[src/rtl/softstart_pkg.sv]
// Shared types for the start-up sequencer.
// Assumes: drive codes are decoded by the gate-driver block next to this one.
package softstart_pkg;
    typedef enum logic [2:0] {
        ST_RESET,   // supply below power-on-reset level
        ST_UVLO,    // waiting for upper lockout level, low side held on
        ST_IDLE,    // supply fine, channel disabled
        ST_RAMP,    // switching, current limit stepping up
        ST_RUN,     // switching at full current limit
        ST_SHUT     // fell below lower lockout level, drivers off
    } ss_state_e;

    localparam logic [1:0] DRV_OFF    = 2'b00;
    localparam logic [1:0] DRV_LS_ON  = 2'b01;
    localparam logic [1:0] DRV_SWITCH = 2'b10;
endpackage

[src/rtl/ss_tick_timer.sv]
// Tick counter with two variants chosen by SATURATE.
// Wrap variant: pulses hit on the tick that completes LIMIT ticks, then restarts.
// Saturate variant: hit is a level, high once LIMIT ticks are counted.
// Assumes: clear has priority over advance; LIMIT >= 1.
module ss_tick_timer #(
    parameter int unsigned LIMIT    = 4,
    parameter bit          SATURATE = 1'b0
) (
    input  logic clk,
    input  logic rst_n,
    input  logic clear,
    input  logic advance,
    output logic hit
);
    localparam int unsigned CW = $clog2(LIMIT + 1);

    logic [CW-1:0] cnt_q;

    generate
        if (SATURATE) begin : g_sat
            localparam logic [CW-1:0] TOP = CW'(LIMIT);
            // Count up to LIMIT and hold there.
            always_ff @(posedge clk) begin
                if (!rst_n || clear)
                    cnt_q <= '0;
                else if (advance && cnt_q != TOP)
                    cnt_q <= cnt_q + 1'b1;
            end
            assign hit = (cnt_q == TOP);
        end else begin : g_wrap
            localparam logic [CW-1:0] LAST = CW'(LIMIT - 1);
            // Count modulo LIMIT.
            always_ff @(posedge clk) begin
                if (!rst_n || clear)
                    cnt_q <= '0;
                else if (advance)
                    cnt_q <= (cnt_q == LAST) ? '0 : cnt_q + 1'b1;
            end
            assign hit = advance && (cnt_q == LAST);
        end
    endgenerate
endmodule

[src/rtl/ss_supply_track.sv]
// Registers the supply comparator flags and keeps the lockout hysteresis.
// supply_ok is set by the upper flag and cleared by the lower flag or by
// loss of power-on reset; por_rise pulses one cycle after por_ok rises.
// Assumes: flags are already synchronous to clk.
module ss_supply_track (
    input  logic clk,
    input  logic rst_n,
    input  logic por_ok,
    input  logic above_hi,
    input  logic above_lo,
    output logic por_q,
    output logic supply_ok,
    output logic por_rise
);
    // Sample power-on flag and detect its rising edge.
    always_ff @(posedge clk) begin
        if (!rst_n) begin
            por_q    <= 1'b0;
            por_rise <= 1'b0;
        end else begin
            por_q    <= por_ok;
            por_rise <= por_ok & ~por_q;
        end
    end

    // Hysteresis latch between the two lockout levels.
    always_ff @(posedge clk) begin
        if (!rst_n || !por_ok || !above_lo)
            supply_ok <= 1'b0;
        else if (above_hi)
            supply_ok <= 1'b1;
    end
endmodule

[src/rtl/softstart_seq.sv]
// Start-up sequencer for one buck channel: power-on reset, lockout
// band with driver control, quarter-step current-limit ramp, and
// undervoltage blanking window.
// Assumes: tick is a single-cycle strobe from a shared timebase.
module softstart_seq #(
    parameter int unsigned NUM_STEPS   = 4,
    parameter int unsigned STEP_TICKS  = 400,
    parameter int unsigned BLANK_TICKS = 2000,
    localparam int unsigned STEP_W     = $clog2(NUM_STEPS + 1)
) (
    input  logic              clk,
    input  logic              rst_n,
    input  logic              por_ok,
    input  logic              uvlo_hi,
    input  logic              uvlo_lo,
    input  logic              enable,
    input  logic              tick,
    output logic [1:0]        drv_mode,
    output logic [STEP_W-1:0] ilim_q,
    output logic              ss_done,
    output logic              uv_arm,
    output logic              fault_clr
);
    import softstart_pkg::*;

    localparam logic [STEP_W-1:0] STEP_FULL = STEP_W'(NUM_STEPS);

    ss_state_e         state_q, state_d;
    logic              por_q, supply_ok, por_rise;
    logic              step_wrap, blank_done;
    logic [STEP_W-1:0] step_q;
    logic              in_ramp_d, live_q, live_d;

    ss_supply_track u_track (
        .clk      (clk),
        .rst_n    (rst_n),
        .por_ok   (por_ok),
        .above_hi (uvlo_hi),
        .above_lo (uvlo_lo),
        .por_q    (por_q),
        .supply_ok(supply_ok),
        .por_rise (por_rise)
    );

    assign in_ramp_d = (state_d == ST_RAMP);
    assign live_q    = (state_q == ST_RAMP) || (state_q == ST_RUN);
    assign live_d    = (state_d == ST_RAMP) || (state_d == ST_RUN);

    ss_tick_timer #(.LIMIT(STEP_TICKS), .SATURATE(1'b0)) u_step_tmr (
        .clk    (clk),
        .rst_n  (rst_n),
        .clear  (!in_ramp_d),
        .advance(tick && (state_q == ST_RAMP)),
        .hit    (step_wrap)
    );

    ss_tick_timer #(.LIMIT(BLANK_TICKS), .SATURATE(1'b1)) u_blank_tmr (
        .clk    (clk),
        .rst_n  (rst_n),
        .clear  (!live_d),
        .advance(tick && live_q),
        .hit    (blank_done)
    );

    // Next-state selection; loss of power-on reset overrides everything.
    always_comb begin
        state_d = state_q;
        if (!por_q) begin
            state_d = ST_RESET;
        end else begin
            unique case (state_q)
                ST_RESET: state_d = ST_UVLO;
                ST_UVLO, ST_SHUT: begin
                    if (supply_ok) state_d = enable ? ST_RAMP : ST_IDLE;
                end
                ST_IDLE: begin
                    if (!supply_ok)  state_d = ST_SHUT;
                    else if (enable) state_d = ST_RAMP;
                end
                ST_RAMP: begin
                    if (!supply_ok)                          state_d = ST_SHUT;
                    else if (!enable)                        state_d = ST_IDLE;
                    else if (step_wrap && step_q == STEP_FULL) state_d = ST_RUN;
                end
                ST_RUN: begin
                    if (!supply_ok)   state_d = ST_SHUT;
                    else if (!enable) state_d = ST_IDLE;
                end
                default: state_d = ST_RESET;
            endcase
        end
    end

    // State register.
    always_ff @(posedge clk) begin
        if (!rst_n) state_q <= ST_RESET;
        else        state_q <= state_d;
    end

    // Current-limit step: starts at one quarter, climbs on each step wrap.
    always_ff @(posedge clk) begin
        if (!rst_n)
            step_q <= '0;
        else if (in_ramp_d && state_q != ST_RAMP)
            step_q <= STEP_W'(1);
        else if (state_d == ST_RUN)
            step_q <= STEP_FULL;
        else if (in_ramp_d && step_wrap && step_q != STEP_FULL)
            step_q <= step_q + 1'b1;
        else if (!in_ramp_d)
            step_q <= '0;
    end

    // Driver mode decode from the registered state.
    always_comb begin
        unique case (state_q)
            ST_UVLO:         drv_mode = DRV_LS_ON;
            ST_RAMP, ST_RUN: drv_mode = DRV_SWITCH;
            default:         drv_mode = DRV_OFF;
        endcase
    end

    assign ilim_q    = step_q;
    assign ss_done   = (state_q == ST_RUN);
    assign uv_arm    = blank_done && live_q;
    assign fault_clr = por_rise;
endmodule

[config.mk]
export PLATFORM = sky130hd
export DESIGN_NAME = softstart_seq
export DESIGN_NICKNAME = d
export VERILOG_FILES = /design/src/rtl/softstart_pkg.sv /design/src/rtl/ss_tick_timer.sv /design/src/rtl/ss_supply_track.sv /design/src/rtl/softstart_seq.sv
export SDC_FILE = /design/constraint.sdc
export NUM_CORES = 1
export LEC_CHECK = 0
export BUFFER_PORTS_ARGS = -buffer_cell sky130_fd_sc_hd__buf_2
export CAP_MARGIN = 20
export CORE_UTILIZATION = 54
export CTS_BUF_LIST = sky130_fd_sc_hd__clkbuf_8
export CTS_CLUSTER_DIAMETER = 50
export DETAILED_ROUTE_END_ITERATION = 8
export PLACE_DENSITY = 0.8
export SKIP_LAST_GASP = 1
export SYNTH_ARGS = -nofsm -noshare
export SYNTH_HDL_FRONTEND = slang
export SYNTH_SLANG_ARGS = --single-unit
[constraint.sdc]
create_clock -name clk -period 2 [get_ports clk]
set_input_delay 0.2 -clock clk [delete_from_list [all_inputs] [get_ports clk]]
set_output_delay 0.2 -clock clk [all_outputs]
set_load 0.02 [all_outputs]
=== Yosys cells after proc, flatten, opt, wreduce, memory -nomap -nowiden ===
Index checks and enable logic that the tools add are counted.

* Input bits: 7
* Flip-flop bits (word level): 29
* Output and inout bits: 8

* Bitwise gates (word level): 3
* Reductions and logical operators: 25
* Equal/unequal tests: 16
* Add/sub/neg operators: 3
* Multiplexer cells: 17

{| class="wikitable"
|+ Operators by type and width
! operator !! count
|-
| two-way mux 3 bit || 12
|-
| case mux 3 bit (5 select lines) || 1
|-
| equality test 3 bit (second input constant) || 4
|-
| adder 11 x 1 -> 11 bit (second input constant) || 1
|-
| equality test 11 bit (second input constant) || 1
|-
| != test 11 bit (second input constant) || 1
|-
| adder 9 x 1 -> 9 bit (second input constant) || 1
|-
| equality test 3 x 2 -> 1 bit (second input constant) || 3
|-
| equality test 9 bit (second input constant) || 1
|-
| logical AND 1 bit || 9
|-
| two-way mux 9 bit || 1
|-
| logical OR 1 bit || 6
|-
| OR reduction 2 bit || 3
|-
| logical NOT 1 bit || 5
|-
| != test 4 x 1 -> 1 bit (second input constant) || 1
|-
| case mux 2 bit (2 select lines) || 1
|-
| adder 3 x 1 -> 3 bit (second input constant) || 1
|-
| equality test 3 x 1 -> 1 bit (second input constant) || 1
|-
| logical NOT 3 bit || 1
|-
| != test 3 x 1 -> 1 bit (second input constant) || 1
|-
| != test 3 x 2 -> 1 bit (second input constant) || 1
|-
| != test 3 bit (second input constant) || 1
|-
| OR reduction 3 bit || 1
|-
| two-way mux 1 bit || 2
|-
| other kinds (3) || 4
|}

=== Depth between registers and ports, before layout ===
Gate-level depths: netlist of run 1.

* Depth in word-level cells: 15
* Gate-level depth with buffers: 10
* Mapped depth without buffers: 8

=== Cells and area by module ===
From an unflattened synthesis of run 1, not the netlist that was laid out.

* Cell total of the unflattened synthesis: 183
* Area, all modules: 1594.0 um2

{| class="wikitable"
|+ Modules (own cells, without submodules)
! module !! times used !! area each (um2) !! sequential area each (um2) !! cells an instance
|-
| ss_tick_timer (u_blank_tmr) || 1 || 620.6 || 220.2 || 71
|-
| softstart_seq || 1 || 456.7 || 120.1 || 58
|-
| ss_tick_timer (u_step_tmr) || 1 || 430.4 || 180.2 || 48
|-
| ss_supply_track || 1 || 86.3 || 60.1 || 6
|}

=== Worst setup path before layout of run 1 ===
No wires, ideal clock.

* Path type: register to register
* From: register state_q[1]
* To: register u_step_tmr.cnt_q[0]
* Stages on the path, launching flop included: 10
* Setup time: 0.062 ns
* Path buffers: 3
* Path slack: -0.171 ns
* Arrival: 2.109 ns
* Path through: dfxtp_1 -> buf_6 -> and4b_1 -> buf_6 -> and2_4 -> buf_6 -> a41o_1 -> or4_4 -> nand2b_4 -> nor2_2

* Cells in the longest elaborated chain, start to end: 12
* Elaborated cells between the ends (all ways): 23

{| class="wikitable"
|+ Ends and longest elaborated chain
! item !! RTL line !! text
|-
| start, declared || softstart_seq.sv:28 || <nowiki>ss_state_e state_q, state_d;</nowiki>
|-
| start signal, assigned || softstart_seq.sv:97 || <nowiki>else state_q <= state_d;</nowiki>
|-
| equality test 3 x 2 -> 1 bit || softstart_seq.sv:53, softstart_seq.sv:71 ||
|-
| logical AND 1 bit || softstart_seq.sv:53 || <nowiki>.advance(tick && (state_q == ST_RAMP)),</nowiki>
|-
| logical AND 1 bit || ss_tick_timer.sv:39 || <nowiki>assign hit = advance && (cnt_q == LAST);</nowiki>
|-
| logical AND 1 bit || softstart_seq.sv:83 || <nowiki>else if (step_wrap && step_q == STEP_FULL) state_d = ST_RUN;</nowiki>
|-
| two-way mux 3 bit || softstart_seq.sv:83 ||
|-
| two-way mux 3 bit || softstart_seq.sv:82 || <nowiki>else if (!enable) state_d = ST_IDLE;</nowiki>
|-
| two-way mux 3 bit || softstart_seq.sv:81 || <nowiki>if (!supply_ok) state_d = ST_SHUT;</nowiki>
|-
| case mux 3 bit (5 select lines) || softstart_seq.sv:71 || <nowiki>unique case (state_q)</nowiki>
|-
| two-way mux 3 bit || softstart_seq.sv:68 || <nowiki>if (!por_q) begin</nowiki>
|-
| equality test 3 x 2 -> 1 bit || softstart_seq.sv:45 || <nowiki>assign in_ramp_d = (state_d == ST_RAMP);</nowiki>
|-
| logical NOT 1 bit || - ||
|-
| logical OR 1 bit || ss_tick_timer.sv:34 || <nowiki>if (!rst_n || clear)</nowiki>
|-
| end signal, assigned || ss_tick_timer.sv:37 || <nowiki>cnt_q <= (cnt_q == LAST) ? '0 : cnt_q + 1'b1;</nowiki>
|-
| end, declared || ss_tick_timer.sv:17 || <nowiki>logic [CW-1:0] cnt_q;</nowiki>
|}

Parallel ways exist; a longest one is shown, timed or not.
A chain may end at the register's enable or synchronous reset.

=== Worst setup path after layout of run 1 ===
* From: register state_q[2]
* To: register u_step_tmr.cnt_q[4]

Same word-level chain as after synthesis.

==> results of run 1 <==
==> per-layer routing <==
metal,GRT usage [%],share of wire (%),routed length (um)
met5,0,0,0
met3,5.83,3.4,104
met1,29.2,48,1460
met4,12.0,1.9,58
met2,34.1,46,1410
==> worst paths after layout <==
| kind | cells past startpoint | slack (ps) | to | start |
|---|---|---|---|---|
| min reg2reg | 1 | 400 | u_track.por_rise | u_track.por_q |
| max | 6 | -5 | u_step_tmr.cnt_q[4] | state_q[2] |
| min | 3 | 180 | u_track.por_q | por_ok |
| max reg2reg | 6 | -5 | u_step_tmr.cnt_q[4] | state_q[2] |
==> worst max-delay path, delay by kind of cell (launching register included) <==
family / cells / cell delay [ps]
simple gates: 4 / 1000
flops: 1 / 360
compound gates: 2 / 590
==> Yosys cell counts (2+ instances only) <==
| cell type | count | area share (%) |
|---|---|---|
| a211oi_1 | 2 | 1.0 |
| a21boi_0 | 3 | 1.5 |
| a21oi_1 | 6 | 2.0 |
| a22oi_1 | 3 | 1.5 |
| and2_1 | 2 | 0.83 |
| and3_1 | 4 | 1.7 |
| buf_6 | 4 | 3.0 |
| dfxtp_1 | 29 | 39 |
| ha_1 | 5 | 4.2 |
| inv_1 | 7 | 1.7 |
| mux2i_1 | 2 | 1.3 |
| nand2_1 | 7 | 1.7 |
| nand3_1 | 6 | 2.0 |
| nand4_1 | 8 | 3.3 |
| nand4b_1 | 3 | 1.7 |
| nor2_1 | 23 | 5.7 |
| nor2_2 | 7 | 2.9 |
| nor2b_1 | 2 | 0.83 |
| nor3_1 | 3 | 1.0 |
| o21ai_0 | 4 | 1.3 |
| xnor2_1 | 8 | 4.7 |
| xor2_1 | 10 | 5.8 |
==> flip-flops by register name, indices dropped and copies added (netlist names) <==
signal and cells:
state_q 3, u_track.por_rise 1, u_track.por_q 1, u_track.supply_ok 1, u_blank_tmr.cnt_q 11, ilim_q 3, u_step_tmr.cnt_q 9
==> metrics by stage <==
stage	cells	hold slack, ps	cell area, um^2	utilization (%)
4_1_cts	229	173	1750	68.8
3_5_place_dp	221	400	1670	65.7
6_report	229	178	1760	69.1
5_1_grt	229	208	1760	69.1
2_1_floorplan	168	330	1510	-
3_3_place_gp	221	395	1670	65.7
==> final cells by class <==
cell class / count / share of cell area [%]
Tap cell: 30 / 2.13
Clock buffer: 5 / 3.91
Clock inverter: 3 / 0.640
Inverter: 7 / 1.49
Timing Repair Buffer: 28 / 9.96
Sequential cell: 29 / 33.2
Multi-Input combinational cell: 127 / 48.6
==> cell families (layout without fill, tap and decap cells) <==
group	count (synthesis)	count (layout)
compound gates	23	23
xor+xnor	18	18
fa+ha+maj	5	5
buf+inv	12	43
flops	29	29
mux	2	2
simple gates	79	79
==> where the power goes <==
group          leakage (nW)  total, mW  internal [mW]  switching (mW)
combinational         0.408     0.0258         0.0123          0.0135
sequential            0.235      0.583          0.580         0.00260
clock                0.0519      0.437          0.231           0.206
==> timing repair <==
| item | 4_1_cts | 5_1_grt |
|---|---|---|
| endpoints found under the setup margin | 0 | 19 |
| hold buffers | 0 | 0 |
| endpoints found under the hold margin | 0 | 0 |
| gates resized for setup | 0 | 3 |
==> flow_metrics.env, run 1 <==
export IMPL_drv_max_cap_violation_count=0
export IMPL_final_layout_size_suffix_gt1_share_pct=24.6
export IMPL_post_cts_setup_buffers=0
export IMPL_num_fill_cells=208
export IMPL_synth_mux_area_fraction_pct=1.33
export IMPL_tns_ps=-7.07
export IMPL_grt_overflow_total=0
export IMPL_row_count=18
export IMPL_largest_family_of_logic_cells_by_synthesized_area="simple AND/OR/NAND/NOR gates"
export IMPL_drt_first_iter_violations=29
export IMPL_first_pass_grt_wire_length_um=4690
export IMPL_antenna_found_initial=0
export IMPL_maxSlewHeadroom_pct=72.1
export IMPL_synth_fa_ha_area_share_pct=4.16
export IMPL_synth_yosys_seq_area_share_pct=38.6
export IMPL_gp_congestion=0.809
export IMPL_commonest_non_fill_non_tap_cells_in_the_layout="28 x dfxtp_1, 23 x nor2_1, 14 x buf_2, 14 x buf_4"
export IMPL_detail_route_first_pass_iterations=4
export IMPL_synth_yosys_warnings=0
export IMPL_clkTransAtPathRegs_ps=60
export IMPL_floorplan_die_area_mm2=0.00300
export IMPL_tritoncts_num_buffers=5
export IMPL_power_density_mw_per_mm2=594
export IMPL_post_layout_total_power_mw=1.05
export IMPL_slowest_delay_ps=460
export IMPL_static_leakage_power_nw=0.695
export IMPL_commonest_non_fill_non_tap_cell_in_the_layout="dfxtp_1"
export IMPL_clock_insertion_delay_worst_skew_ps=280
export IMPL_worstPathArrival_ps=2220
export IMPL_final_setup_viol_count=2
export IMPL_total_of_flip_flops_plus_latches_after_synthesis=29
export IMPL_tritoncts="yes"
export IMPL_cts_htree_levels=2
export IMPL_async_flop_share_pct=0
export IMPL_netlist_area_mm2=0.00151
export IMPL_synth_edf_count=0
export IMPL_io_pins=15
export IMPL_outcome="finished, violations left"
export IMPL_min_path_type="primary input to flip-flop"
export IMPL_area_growth_pct=16.9
export IMPL_critical_path_max_fanout=7
export IMPL_layout_area_seq_um2=584
export IMPL_setup_repair_after_global_routing_missed_its_margin="yes"
export IMPL_dr_total_vias=1280
export IMPL_crit_type="flip-flop to flip-flop"
export IMPL_hold_violations=0
export IMPL_initial_utilization_pct=59.1
export IMPL_vias_in_the_first_global_route=1086
export IMPL_worstPathRequired_ps=2220
export IMPL_critical_path_slowest_cell="or4_4"
export IMPL_portBuffers=14
export IMPL_synth_distinct_cells=42
export IMPL_antenna_diode_count=0
export IMPL_finalWorstSetupSlack_ps=-4.57
export IMPL_netlist_instances=168
export IMPL_critical_path_startpoint_type="flip-flop"
export IMPL_post_synthesis_simple_gate_area_fraction_pct=30.3
export IMPL_vdd_ir_drop_worst_uv=666
export IMPL_synth_avg_cell_area_um2=8.96
export IMPL_die_width_um=54.8
export IMPL_floorplan_core_area_mm2=0.00254
export IMPL_slew_violations=0
export IMPL_die_h_um=54.8
export IMPL_post_synth_xor_area_fraction_pct=10.5
export IMPL_timing_limited_maximum_frequency_mhz=499
export IMPL_worst_slew_pin_slew_ps=414
export IMPL_synthesis_nets=180
export IMPL_grt_max_degree=12
export IMPL_fin_crit_sh_pct=100
export IMPL_cts_root_buf="clkbuf_8"
export IMPL_synth_compound_area_share_pct=10.1
export IMPL_drt_vias_per_instance=5.59
export IMPL_cts_root_to_sink_buffers=2
export IMPL_ys_dominant_reg_cell="dfxtp_1"
export IMPL_post_route_drc_count=0
export IMPL_crit_path_end_kind="flip-flop"
export IMPL_drt_antenna_violating_nets=0
export IMPL_detailedPlacementHpwl_um=2300
export IMPL_cts_sinks=29
export IMPL_post_placement_worst_setup_slack_ps=19.1
export IMPL_timing_critical_path_cells="or2b_1, a221o_2, a41o_1, or4_4, nand2b_4, nor2_2"
export IMPL_gr_usage_all_layers_pct=22.6
export IMPL_violations="negative setup slack"
export IMPL_multi_input_comb_area_um2=856
export IMPL_final_nets=210
export IMPL_wl_final_um=3030
export IMPL_post_route_min_period_ps=2000
export IMPL_fin_skew_ps=3.51
export IMPL_route_detailed_wl_per_inst_um=13.2
Note: power is estimated with default switching activity, not from simulation.
==> inputs of run 2 (changes only) <==
CORE_MARGIN = 4   (was not set)
==> flow_metrics.env, run 2 (synthesis gave the netlist of run 1 again) <==
export IMPL_drt_vias_per_instance=5.65
export IMPL_antenna_found_initial=0
export IMPL_final_area_mm2=0.00181
export IMPL_post_route_min_period_ps=2000
export IMPL_postLayoutCoreUtil_pct=70.7
export IMPL_finalWorstSetupSlack_ps=4.63
export IMPL_hold_violations=0
export IMPL_timing_limited_maximum_frequency_mhz=501
export IMPL_antenna_diode_count=0
export IMPL_drv_max_cap_violation_count=0
export IMPL_reg_largest_list="u_blank_tmr.cnt_q (11), u_step_tmr.cnt_q (9)"
export IMPL_min_path_type="primary input to flip-flop"
export IMPL_die_width_um=60.8
export IMPL_final_nets=213
export IMPL_clkTransAtPathRegs_ps=60
export IMPL_worstPathRequired_ps=2220
export IMPL_post_route_drc_count=0
export IMPL_crit_reg2reg_launch="state_q[2]"
export IMPL_worst_hold_endpoint="u_track.supply_ok"
export IMPL_vias_in_the_first_global_route=1268
export IMPL_critical_path_reg2reg_endpoint="u_step_tmr.cnt_q[5]"
export IMPL_static_leakage_power_nw=0.713
export IMPL_tritoncts="yes"
export IMPL_largest_reg_flops=11
export IMPL_detail_route_first_pass_iterations=4
export IMPL_timing_critical_path_cells="or2b_1, a221o_2, a41o_1, or4_4, nand2b_4, nor2_2"
export IMPL_first_pass_grt_wire_length_um=5620
export IMPL_cts_root_buf="clkbuf_8"
export IMPL_switching_fraction_of_total_power_pct=21.1
export IMPL_dp_cells=221
export IMPL_commonest_non_fill_non_tap_cells_in_the_layout="28 x dfxtp_1, 23 x nor2_1, 18 x buf_4, 13 x buf_2, 10 x xor2_1"
export IMPL_maxSlewHeadroom_pct=74.1
export IMPL_commonest_non_fill_non_tap_cell_in_the_layout="dfxtp_1"
export IMPL_die_h_um=60.8
export IMPL_io_pins=15
export IMPL_portBuffers=14
export IMPL_critical_path_max_fanout=7
export IMPL_sequentialPowerShare_pct=51.0
export IMPL_grt_overflow_total=0
export IMPL_post_placement_worst_setup_slack_ps=-13.5
export IMPL_drt_first_iter_violations=63
export IMPL_floorplan_core_area_mm2=0.00257
export IMPL_power_density_mw_per_mm2=632
export IMPL_instances_no_fill=232
export IMPL_area_growth_pct=20.5
export IMPL_crit_type="flip-flop to flip-flop"
export IMPL_outcome="finished clean"
export IMPL_dpl_instance_area_mm2=0.00167
export IMPL_power_switching_uw=242
export IMPL_row_count=18
export IMPL_initial_utilization_pct=58.6
export IMPL_cts_root_to_sink_buffers=2
export IMPL_setup_repair_after_global_routing_missed_its_margin="yes"
export IMPL_gr_usage_all_layers_pct=20.6
export IMPL_tritoncts_num_buffers=5
export IMPL_power_combinational_fraction_pct=2.3
export IMPL_cts_htree_levels=2
export IMPL_reg2regPathDepth=6
export IMPL_final_setup_viol_count=0
export IMPL_fin_skew_ps=4.89
export IMPL_route_detailed_wl_per_inst_um=14.1
export IMPL_wl_final_um=3280
export IMPL_tns_ps=0
export IMPL_worst_setup_path_startpoint="state_q[2]"
export IMPL_largest_register_by_flop_count="u_blank_tmr.cnt_q"
export IMPL_detailedPlacementHpwl_um=2320
export IMPL_drt_antenna_violating_nets=0
export IMPL_fin_crit_sh_pct=99.8
export IMPL_vdd_ir_drop_worst_uv=690
export IMPL_floorplan_die_area_mm2=0.00370
export IMPL_worst_hold_startpoint="uvlo_lo"
export IMPL_final_layout_size_suffix_gt1_share_pct=28.7
export IMPL_holdPathStages=3
export IMPL_crit_path_end_kind="flip-flop"
export IMPL_power_clock_fraction_pct=46.7
export IMPL_critical_path_slowest_cell="or4_4"
export IMPL_gp_congestion=0.911
export IMPL_cell_internal_pwr_uw=904
export IMPL_grt_max_degree=12
export IMPL_clock_insertion_delay_worst_skew_ps=290
export IMPL_slowest_delay_ps=460
export IMPL_dr_total_vias=1311
export IMPL_cts_sinks=29
export IMPL_worstPathArrival_ps=2220
export IMPL_worst_slew_pin_slew_ps=385
export IMPL_reg2reg_setup_slack_ps=5
export IMPL_critical_path_startpoint_type="flip-flop"
export IMPL_slew_violations=0
run 2: changes by cell type in the layout (fill, tap and decap cells not counted), sizes merged:
cell | before | now
inv | 10 | 7
clkbuf | 5 | 7
buf | 28 | 31
clkinv | 0 | 1
run 2: critical path: cells and delay by family (launching register included):
kind,cells,cell delay (ps)
AND/OR/NAND/NOR,4,990
flip-flops,1,340
AO/OA/AOI/OAI,2,590
run 2: through the flow:
step | hold WS (ps) | power [mW]
floorplan | 330 | 0.608
global placement | 403 | 0.621
detailed placement | 430 | 0.623
CTS | 148 | 1.15
global route | 161 | 1.19
finish | 156 | 1.15
run 2: worst max-delay path by stage:
| stage | endpoint | slack, ps | depth (start not counted) |
|---|---|---|---|
| final | u_step_tmr.cnt_q[5] | 5 | 6 |
| after global routing | u_step_tmr.cnt_q[7] | -80 | 6 |
| after CTS | u_step_tmr.cnt_q[5] | 10 | 7 |
| after detailed placement | u_step_tmr.cnt_q[5] | -10 | 6 |
| after global placement | u_step_tmr.cnt_q[5] | 50 | 6 |
| after floorplan | u_step_tmr.cnt_q[0] | -30 | 9 |
run 2: what timing repair did:
| item | 4_1_cts | 5_1_grt |
|---|---|---|
| gates resized for setup | 0 | 8 |
| buffers inserted | 2 | 1 |
| hold buffers | 0 | 0 |
| setup endpoints to repair | 7 | 21 |
run 2: area by class of cell:
cell class / instances / area [um^2]
multi-input combinational: 127 / 867
clock inverter: 1 / 5.00
clock buffer: 7 / 96.3
inverter: 7 / 26.3
sequential: 29 / 582
timing repair buffer: 31 / 200
fill: 198 / 753
tap: 30 / 37.5
run 2: power groups by stage:
stage / clock, mW / combinational [mW] / sequential [mW]
after detailed placement: 0 / 0.0259 / 0.597
after global placement: 0 / 0.0249 / 0.596
after CTS: 0.542 / 0.0259 / 0.584
after floorplan: 0 / 0.0102 / 0.597
after global routing: 0.578 / 0.0289 / 0.584
final: 0.535 / 0.0267 / 0.584
run 2: routing by layer:
metal  up-vias  wire length [um]  global-route usage, %
met1       617              1460                   26.2
met3         7               191                   7.87
met2        37              1570                   31.1
met5         -                 0                      0
li1        650                 -                      -
met4         0                54                   8.67
